[src/rtl/beat_pkg.sv]
package beat_pkg;

    typedef enum logic [1:0] {
        ST_IDLE  = 2'd0,
        ST_BEAT  = 2'd1,
        ST_PAUSE = 2'd2
    } seq_state_e;

    typedef enum logic [1:0] {
        XF_SINGLE = 2'd0,
        XF_DOUBLE = 2'd1,
        XF_BURST  = 2'd2
    } xfer_kind_e;

    localparam logic [2:0] SIZE_LONG  = 3'b011;
    localparam logic [2:0] SIZE_DLONG = 3'b100;

endpackage

[src/rtl/beat_decode.sv]
module beat_decode
    import beat_pkg::*;
#(
    parameter int BURST_BEATS = 8,
    parameter int IDX_W       = $clog2(BURST_BEATS)
) (
    input  logic             tbst_n_i,
    input  logic [2:0]       size_i,
    output xfer_kind_e       kind_o,
    output logic [IDX_W-1:0] wrap_mask_o,
    output logic             dbl_n_o
);

    localparam logic [IDX_W-1:0] MASK_BURST  = IDX_W'(BURST_BEATS - 1);
    localparam logic [IDX_W-1:0] MASK_DOUBLE = IDX_W'(1);

    logic is_burst;
    logic is_double;

    always_comb begin
        is_burst  = (tbst_n_i == 1'b0) && (size_i == SIZE_LONG);
        is_double = (tbst_n_i == 1'b1) && (size_i == SIZE_DLONG);
    end

    always_comb begin
        if (is_burst) begin
            kind_o = XF_BURST;
        end else if (is_double) begin
            kind_o = XF_DOUBLE;
        end else begin
            kind_o = XF_SINGLE;
        end
    end

    always_comb begin
        unique case (kind_o)
            XF_BURST:  wrap_mask_o = MASK_BURST;
            XF_DOUBLE: wrap_mask_o = MASK_DOUBLE;
            XF_SINGLE: wrap_mask_o = '0;
            default:   wrap_mask_o = '0;
        endcase
    end

    assign dbl_n_o = ~is_double;

endmodule

[src/rtl/beat_addr_gen.sv]
module beat_addr_gen #(
    parameter int IDX_W = 3
) (
    input  logic             clk,
    input  logic             rst_n,
    input  logic             load_i,
    input  logic [IDX_W-1:0] base_i,
    input  logic [IDX_W-1:0] mask_i,
    input  logic             step_i,
    output logic [IDX_W-1:0] addr_o,
    output logic             final_o
);

    logic [IDX_W-1:0] base_q;
    logic [IDX_W-1:0] mask_q;
    logic [IDX_W-1:0] count_q;
    logic [IDX_W-1:0] offset;

    always_ff @(posedge clk or negedge rst_n) begin
        if (!rst_n) begin
            base_q  <= '0;
            mask_q  <= '0;
            count_q <= '0;
        end else if (load_i) begin
            base_q  <= base_i;
            mask_q  <= mask_i;
            count_q <= '0;
        end else if (step_i) begin
            count_q <= count_q + IDX_W'(1);
        end
    end

    always_comb begin
        offset  = base_q + count_q;
        addr_o  = (base_q & ~mask_q) | (offset & mask_q);
        final_o = (count_q == mask_q);
    end

endmodule

[src/rtl/beat_seq.sv]
module beat_seq
    import beat_pkg::*;
(
    input  logic clk,
    input  logic rst_n,
    input  logic start_i,
    input  logic advance_i,
    input  logic single_bank_i,
    input  logic final_i,
    output logic load_o,
    output logic step_o,
    output logic valid_o,
    output logic pause_o
);

    seq_state_e state_q;
    seq_state_e state_d;
    logic       single_q;

    always_comb begin
        state_d = state_q;
        unique case (state_q)
            ST_IDLE: begin
                if (start_i) state_d = ST_BEAT;
            end
            ST_BEAT: begin
                if (advance_i) begin
                    if (final_i) begin
                        state_d = ST_IDLE;
                    end else if (single_q) begin
                        state_d = ST_PAUSE;
                    end else begin
                        state_d = ST_BEAT;
                    end
                end
            end
            ST_PAUSE: begin
                if (advance_i) state_d = ST_BEAT;
            end
            default: state_d = ST_IDLE;
        endcase
    end

    always_ff @(posedge clk or negedge rst_n) begin
        if (!rst_n) begin
            state_q  <= ST_IDLE;
            single_q <= 1'b0;
        end else begin
            state_q <= state_d;
            if (load_o) single_q <= single_bank_i;
        end
    end

    always_comb begin
        load_o  = 1'b0;
        step_o  = 1'b0;
        valid_o = 1'b0;
        pause_o = 1'b0;
        unique case (state_q)
            ST_IDLE: begin
                load_o = start_i;
            end
            ST_BEAT: begin
                valid_o = 1'b1;
                step_o  = advance_i && !final_i && !single_q;
            end
            ST_PAUSE: begin
                pause_o = 1'b1;
                step_o  = advance_i;
            end
            default: begin
                load_o = 1'b0;
            end
        endcase
    end

endmodule

[src/rtl/beat_burst_ctrl.sv]
module beat_burst_ctrl
    import beat_pkg::*;
#(
    parameter int BURST_BEATS = 8,
    parameter int IDX_W       = $clog2(BURST_BEATS)
) (
    input  logic             clk,
    input  logic             rst_n,
    input  logic             start_i,
    input  logic             tbst_n_i,
    input  logic [2:0]       size_i,
    input  logic [IDX_W-1:0] addr_lo_i,
    input  logic             single_bank_i,
    input  logic             advance_i,
    output logic             beat_valid_o,
    output logic [IDX_W-1:0] beat_addr_o,
    output logic             bank_sel_o,
    output logic             pause_o,
    output logic             last_o,
    output logic             dbl_n_o
);

    xfer_kind_e       kind;
    logic [IDX_W-1:0] wrap_mask;
    logic             load;
    logic             step;
    logic             final_beat;
    logic [IDX_W-1:0] cur_addr;

    beat_decode #(
        .BURST_BEATS(BURST_BEATS),
        .IDX_W      (IDX_W)
    ) decode_i (
        .tbst_n_i   (tbst_n_i),
        .size_i     (size_i),
        .kind_o     (kind),
        .wrap_mask_o(wrap_mask),
        .dbl_n_o    (dbl_n_o)
    );

    beat_seq seq_i (
        .clk          (clk),
        .rst_n        (rst_n),
        .start_i      (start_i),
        .advance_i    (advance_i),
        .single_bank_i(single_bank_i),
        .final_i      (final_beat),
        .load_o       (load),
        .step_o       (step),
        .valid_o      (beat_valid_o),
        .pause_o      (pause_o)
    );

    beat_addr_gen #(
        .IDX_W(IDX_W)
    ) addr_i (
        .clk    (clk),
        .rst_n  (rst_n),
        .load_i (load),
        .base_i (addr_lo_i),
        .mask_i (wrap_mask),
        .step_i (step),
        .addr_o (cur_addr),
        .final_o(final_beat)
    );

    assign beat_addr_o = cur_addr;
    assign bank_sel_o  = cur_addr[0];
    assign last_o      = beat_valid_o && final_beat;

endmodule

[config.mk]
export PLATFORM = sky130hd
export DESIGN_NAME = beat_burst_ctrl
export DESIGN_NICKNAME = d
export VERILOG_FILES = /design/src/rtl/beat_pkg.sv /design/src/rtl/beat_decode.sv /design/src/rtl/beat_addr_gen.sv /design/src/rtl/beat_seq.sv /design/src/rtl/beat_burst_ctrl.sv
export SDC_FILE = /design/constraint.sdc
export NUM_CORES = 1
export LEC_CHECK = 0
export ABC_CLOCK_PERIOD_IN_PS = 2500
export BUFFER_PORTS_ARGS = -buffer_cell sky130_fd_sc_hd__buf_2
export CAP_MARGIN = 40
export CORE_MARGIN = 5
export CORE_UTILIZATION = 30
export DETAILED_ROUTE_END_ITERATION = 10
export PLACE_DENSITY = 0.58
export SYNTH_ARGS = -nofsm -noshare
export SYNTH_HDL_FRONTEND = slang
export SYNTH_SLANG_ARGS = --single-unit
[constraint.sdc]
create_clock -name clk -period 2.5 [get_ports clk]
set_clock_uncertainty 0.2 [all_clocks]
set_input_delay 0.625 -clock clk [delete_from_list [all_inputs] [get_ports clk]]
set_output_delay 0.625 -clock clk [all_outputs]
set_load 0.005 [all_outputs]
======== Yosys cells after proc, flatten, opt, wreduce, memory -nomap -nowiden ========
Cells that the tools add are included.
storage, ports and cells
  bits in latches ......................... 0
  bits in registers ....................... 12
  logic and storage cells ................. 48
  input port bits ......................... 12
  output and inout port bits .............. 8
  memory bits (read-only) ................. 0
  memories ................................ 0
  bits in writable memories ............... 0
cells by class
  multiply operators ...................... 0
  magnitude comparators ................... 0
  mux-type cells .......................... 15
  equal/unequal tests ..................... 10
  div/mod/pow operators ................... 0
  bitwise gates (word level) .............. 6
  reductions and logical operators ........ 10
  shifts and indexed selects .............. 0
  $add $sub $neg .......................... 2
operator list
  kind                                                                    count
  2-bit two-way mux                                                       6
  3-bit bitwise AND                                                       2
  3-bit two-way mux                                                       2
  2-bit inequality test (second input constant)                           3
  2-bit case mux with 3 select lines                                      1
  3-bit case mux with 2 select lines                                      1
  1-bit logical AND                                                       5
  2-bit by 1-bit equality test with 1-bit output (second input constant)  2
  2-bit equality test (second input constant)                             2
  1-bit two-way mux                                                       4
  3-bit by 1-bit adder with 3-bit output (second input constant)          1
  3-bit adder                                                             1
  3-bit by 2-bit equality test with 1-bit output (second input constant)  1
  3-bit equality test                                                     1
  3-bit equality test (second input constant)                             1
  3-bit NOT                                                               1
  3-bit bitwise OR                                                        1
  3-bit AND reduction                                                     1
  1-bit logical NOT                                                       2
  2-bit logical NOT                                                       1
  1-bit NOT                                                               2
  1-bit case mux with 2 select lines                                      1
  2-bit nonzero test                                                      1

======== Longest topological paths before layout ========
  depth after elaboration ................. 7
  depth in mapped cells ................... 6
  gate-level depth less buffers ........... 6

======== Hierarchy ========
Synthesis repeated with hierarchy kept, for this count alone.
second synthesis, totals
  cell total of the unflattened synthesis .. 69
  area total of the unflattened synthesis .. 800.8 um^2
modules (own cells, without submodules)
  module           area each (um^2)  seq. area each (um^2)  cells each  instances
  beat_addr_gen    460.4             225.2                  35          1
  beat_seq         256.5             75.1                   24          1
  beat_decode      70.1              0.0                    8           1
  beat_burst_ctrl  13.8              0.0                    2           1

======== Worst setup path before layout ========
Ideal clock, no wire load.
  kind .................................... flip-flop to output port
  start point ............................. register addr_i.count_q[0]
  end point ............................... output beat_addr_o[2]
  data arrival time ....................... 1.349 ns
  slack ................................... 0.326 ns
  stages on the path, launching flop included .. 6
  data required time ...................... 1.675 ns
  path buffers ............................ 0
  cells stage by stage .................... dfrtp_1 > ha_1 > fa_1 > xor2_1 > nand2_1 > xnor2_1
on the way
  cells in the longest elaborated chain, start to end .. 3
ends and longest elaborated chain
  element                 line                   RTL
  start, declared         beat_addr_gen.sv:16    logic [IDX_W-1:0] count_q;
  start signal, assigned  beat_addr_gen.sv:29    count_q <= count_q + IDX_W'(1);
  3-bit adder             beat_addr_gen.sv:34    offset = base_q + count_q;
  3-bit bitwise AND       beat_addr_gen.sv:35    addr_o = (base_q & ~mask_q) | (offset & mask_q);
  3-bit bitwise OR        beat_addr_gen.sv:35
  end, declared           beat_burst_ctrl.sv:16  output logic [IDX_W-1:0] beat_addr_o,
No other way between the ends.

======== Final worst setup path ========
Ends and elaborated chain as after synthesis.

==> flow_summary_export.csv <==
group,metric,value,unit
grt,grt_pass1_vias,604,
die,die_y,59.1,um
grt,overflow,0,
clocking,cts_tree,"yes",
sta,grt_setup_unrepaired,"yes",
power_and_ir_drop,power.leakage,0.421,nW
sta,min_period,2.51,ns
power_and_ir_drop,ir_worst_vdd,0.000436,V
layout,layout.nets,116,
die,rows,17,
synthesis,ys_seq_elements,11,
clocking,cts_buffers,3,
worst_setup_path,crit_family,"adder cells",
sta,fmax,399,MHz
grt,grt_first_pass_wirelength,2530,um
die,fp.dieW,59.1,um
worst_setup_path,cp_max_fo,2,
synthesis,synth_nets,91,
drt,drtPass1Iterations,3,
drt,dr_total_vias,605,
layout,layout-drive-gt1-share,38.5,%
sta,worst_pin_slew,0.363,ns
drt,drtAntennaViolNets,0,
clocking,hold_buffers,0,
clocking,insertion_delay,0.26,ns
placement,dp_hpwl,1180,um
grt,grt_max_degree,12,
clocking,clkTransAtPathRegs,0.07,ns
layout,layout_common_cells,"buf_2, dfrtp_1, nand2_1",
worst_setup_path,arrival,1.68,ns
synthesis,syn-cell-area,724,um^2
worst_setup_path,cpPeakStageDelay,0.39,ns
clocking,ctsHtreeMaxLevel,1,
worst_setup_path,cp.required,1.67,ns
die,dieArea,3500,um^2
synthesis,ys_warn_count,0,
layout,final_common_cell,"buf_2",
drt,drtIter0Drc,23,
layout,fin_cells,124,
worst_setup_path,critical_path_buf_inv_count,1,
sta,final.period_utilization,100,%
synthesis,synth.distinct_cells,30,
placement,post-place-cells,117,
synthesis,avgSynthCellArea,10.1,um^2
outcome,outcome,"finished, violations left",
clocking,clock_sinks,11,
grt,grt_usage,9.44,%
grt,antenna_found_initial,0,
placement,gp_congestion,0.756,
sta,setup_viol,1,
synthesis,yosysSeqAreaShare,38.0,%
power_and_ir_drop,p_total,837,uW
drt,drc,0,
die,ioPinCount,20,
die,start_util,32.1,%
outcome,violations,"negative setup slack",
synthesis,synthCells,72,
layout,area_growth,23.7,%
worst_setup_path,endpoint_kind,"primary output",
placement,port_buffers,19,
drt,wl_per_cell,11.8,um
worst_setup_path,reg2reg_from,"seq_i.state_q[1]",
power_and_ir_drop,powerDensity,935,nW/um^2
drt,via_per_inst,4.88,
worst_setup_path,cp-start-kind,"register",
sta,fin_setup_tns,-0.00503,ns
worst_setup_path,slowest_stage,"dfrtp_1",
clocking,root_buffer,"clkbuf_4",
worst_setup_path,r2r_cells,6,
sta,postLayoutSetupSlackWorst,-0.00503,ns
drt,routed_wl,1470,um
run,drv_cap,0,
sta,hold_violations,0,
min_path,hold_class,"input pin to async pin",
clocking,cts_buffer_depth,2,
layout,diodes,0,
sta,slew_headroom,75.8,%
worst_setup_path,path_class,"register to primary output",
sta,slew_viol_final,0,
die,core_area,2250,um^2
worst_setup_path,ff2ff_setup_slack,0.59,ns
worst_setup_path,cp_cell_sequence,"ha_2 > fa_2 > xor2_1 > nand2_1 > xnor2_1 > buf_2",
worst_setup_path,r2r_end,"addr_i.count_q[2]",
==> flip-flops by register name, summed over array words and instances, names as in the netlist <==
signal and cells:
addr_i.base_q 3, seq_i.state_q 2, addr_i.mask_q 2, addr_i.count_q 3, seq_i.single_q 1
==> per-stage QoR <==
step | hold slack, ns | instance area (um^2) | util, % | setup WS, ns
6_report | 0.0232 | 896 | 39.7 | -0.00503
3_5_place_dp | 0.313 | 842 | 37.3 | 0.108
5_1_grt | 0.0256 | 896 | 39.7 | -0.110
3_3_place_gp | 0.315 | 842 | 37.3 | 0.202
2_1_floorplan | 0.129 | 724 | - | 0.326
4_1_cts | 0.0216 | 888 | 39.4 | -0.0582
==> cells in the mapped netlist <==
library cell  instances  area share, %
nand2_1               8            4.1
and2_1                1           0.86
a311oi_1              1            1.2
a21o_1                1            1.0
dfrtp_1              11             38
nand2b_1              1           0.86
o31ai_1               1            1.0
buf_2                 1           0.69
buf_4                 1            1.0
a31oi_1               1           0.86
nand4b_1              1            1.2
xor2_1                1            1.2
nor2_1                3            1.6
mux2i_1               1            1.4
o21ai_0               4            2.8
o22ai_1               1           0.86
or3_4                 1            1.6
fa_1                  1            2.8
nor3_1                2            1.4
o21a_1                1            1.0
and3_4                1            1.6
a21oi_2               1            1.2
ha_1                  6             10
a21boi_2              1            1.6
mux2_2                6            9.3
xnor2_1               2            2.4
a21bo_1               1            1.4
nand3_1               5            3.5
inv_1                 5            2.6
a21oi_1               1           0.69
==> layer usage <==
layer | GRT usage (%) | vias to the layer above | wire length, um
met4 | 3.56 | 0 | 8
met3 | 2.83 | 2 | 110
met1 | 12.9 | 284 | 697
li1 | - | 299 | -
met5 | 0 | - | 0
met2 | 13.9 | 20 | 649
==> cells by family after synthesis <==
group / after synthesis / share of synthesized area [%]
flops: 11 / 38.0
fa+ha+maj: 7 / 13.1
xor+xnor: 3 / 3.63
compound gates: 14 / 13.6
simple gates: 23 / 16.6
buf+inv: 7 / 4.32
mux: 7 / 10.7
==> repair_timing <==
item | CTS | global route
setup buffers | 2 | 1
endpoints found under the setup margin | 2 | 2
pin swaps | 2 | 1
hold endpoints to repair | 0 | 0
resized for setup | 2 | 0
==> area by class of cell <==
type / count / area, um^2
inverter: 5 / 18.8
timing repair buffer: 22 / 118
sequential: 11 / 275
fill: 261 / 1360
clock buffer: 4 / 26.3
tap: 28 / 35.0
multi-input combinational: 54 / 423
==> how the worst max path moves through the flow <==
stage,startpoint,cells after the start,endpoint
after floorplan,addr_i.count_q[0],5,beat_addr_o[2]
after detailed placement,addr_i.count_q[0],6,beat_addr_o[2]
after global routing,addr_i.base_q[0],6,beat_addr_o[2]
final,addr_i.count_q[0],6,beat_addr_o[2]
after global placement,addr_i.count_q[0],6,beat_addr_o[2]
after CTS,addr_i.base_q[0],6,beat_addr_o[2]
==> where the power goes <==
part	switching (mW)	leakage (nW)	internal, mW
Combinational	0.209	0.263	0.218
Sequential	0.0532	0.142	0.238
Clock	0.0581	0.0150	0.0617
Note: power is estimated with default switching activity, not from simulation.
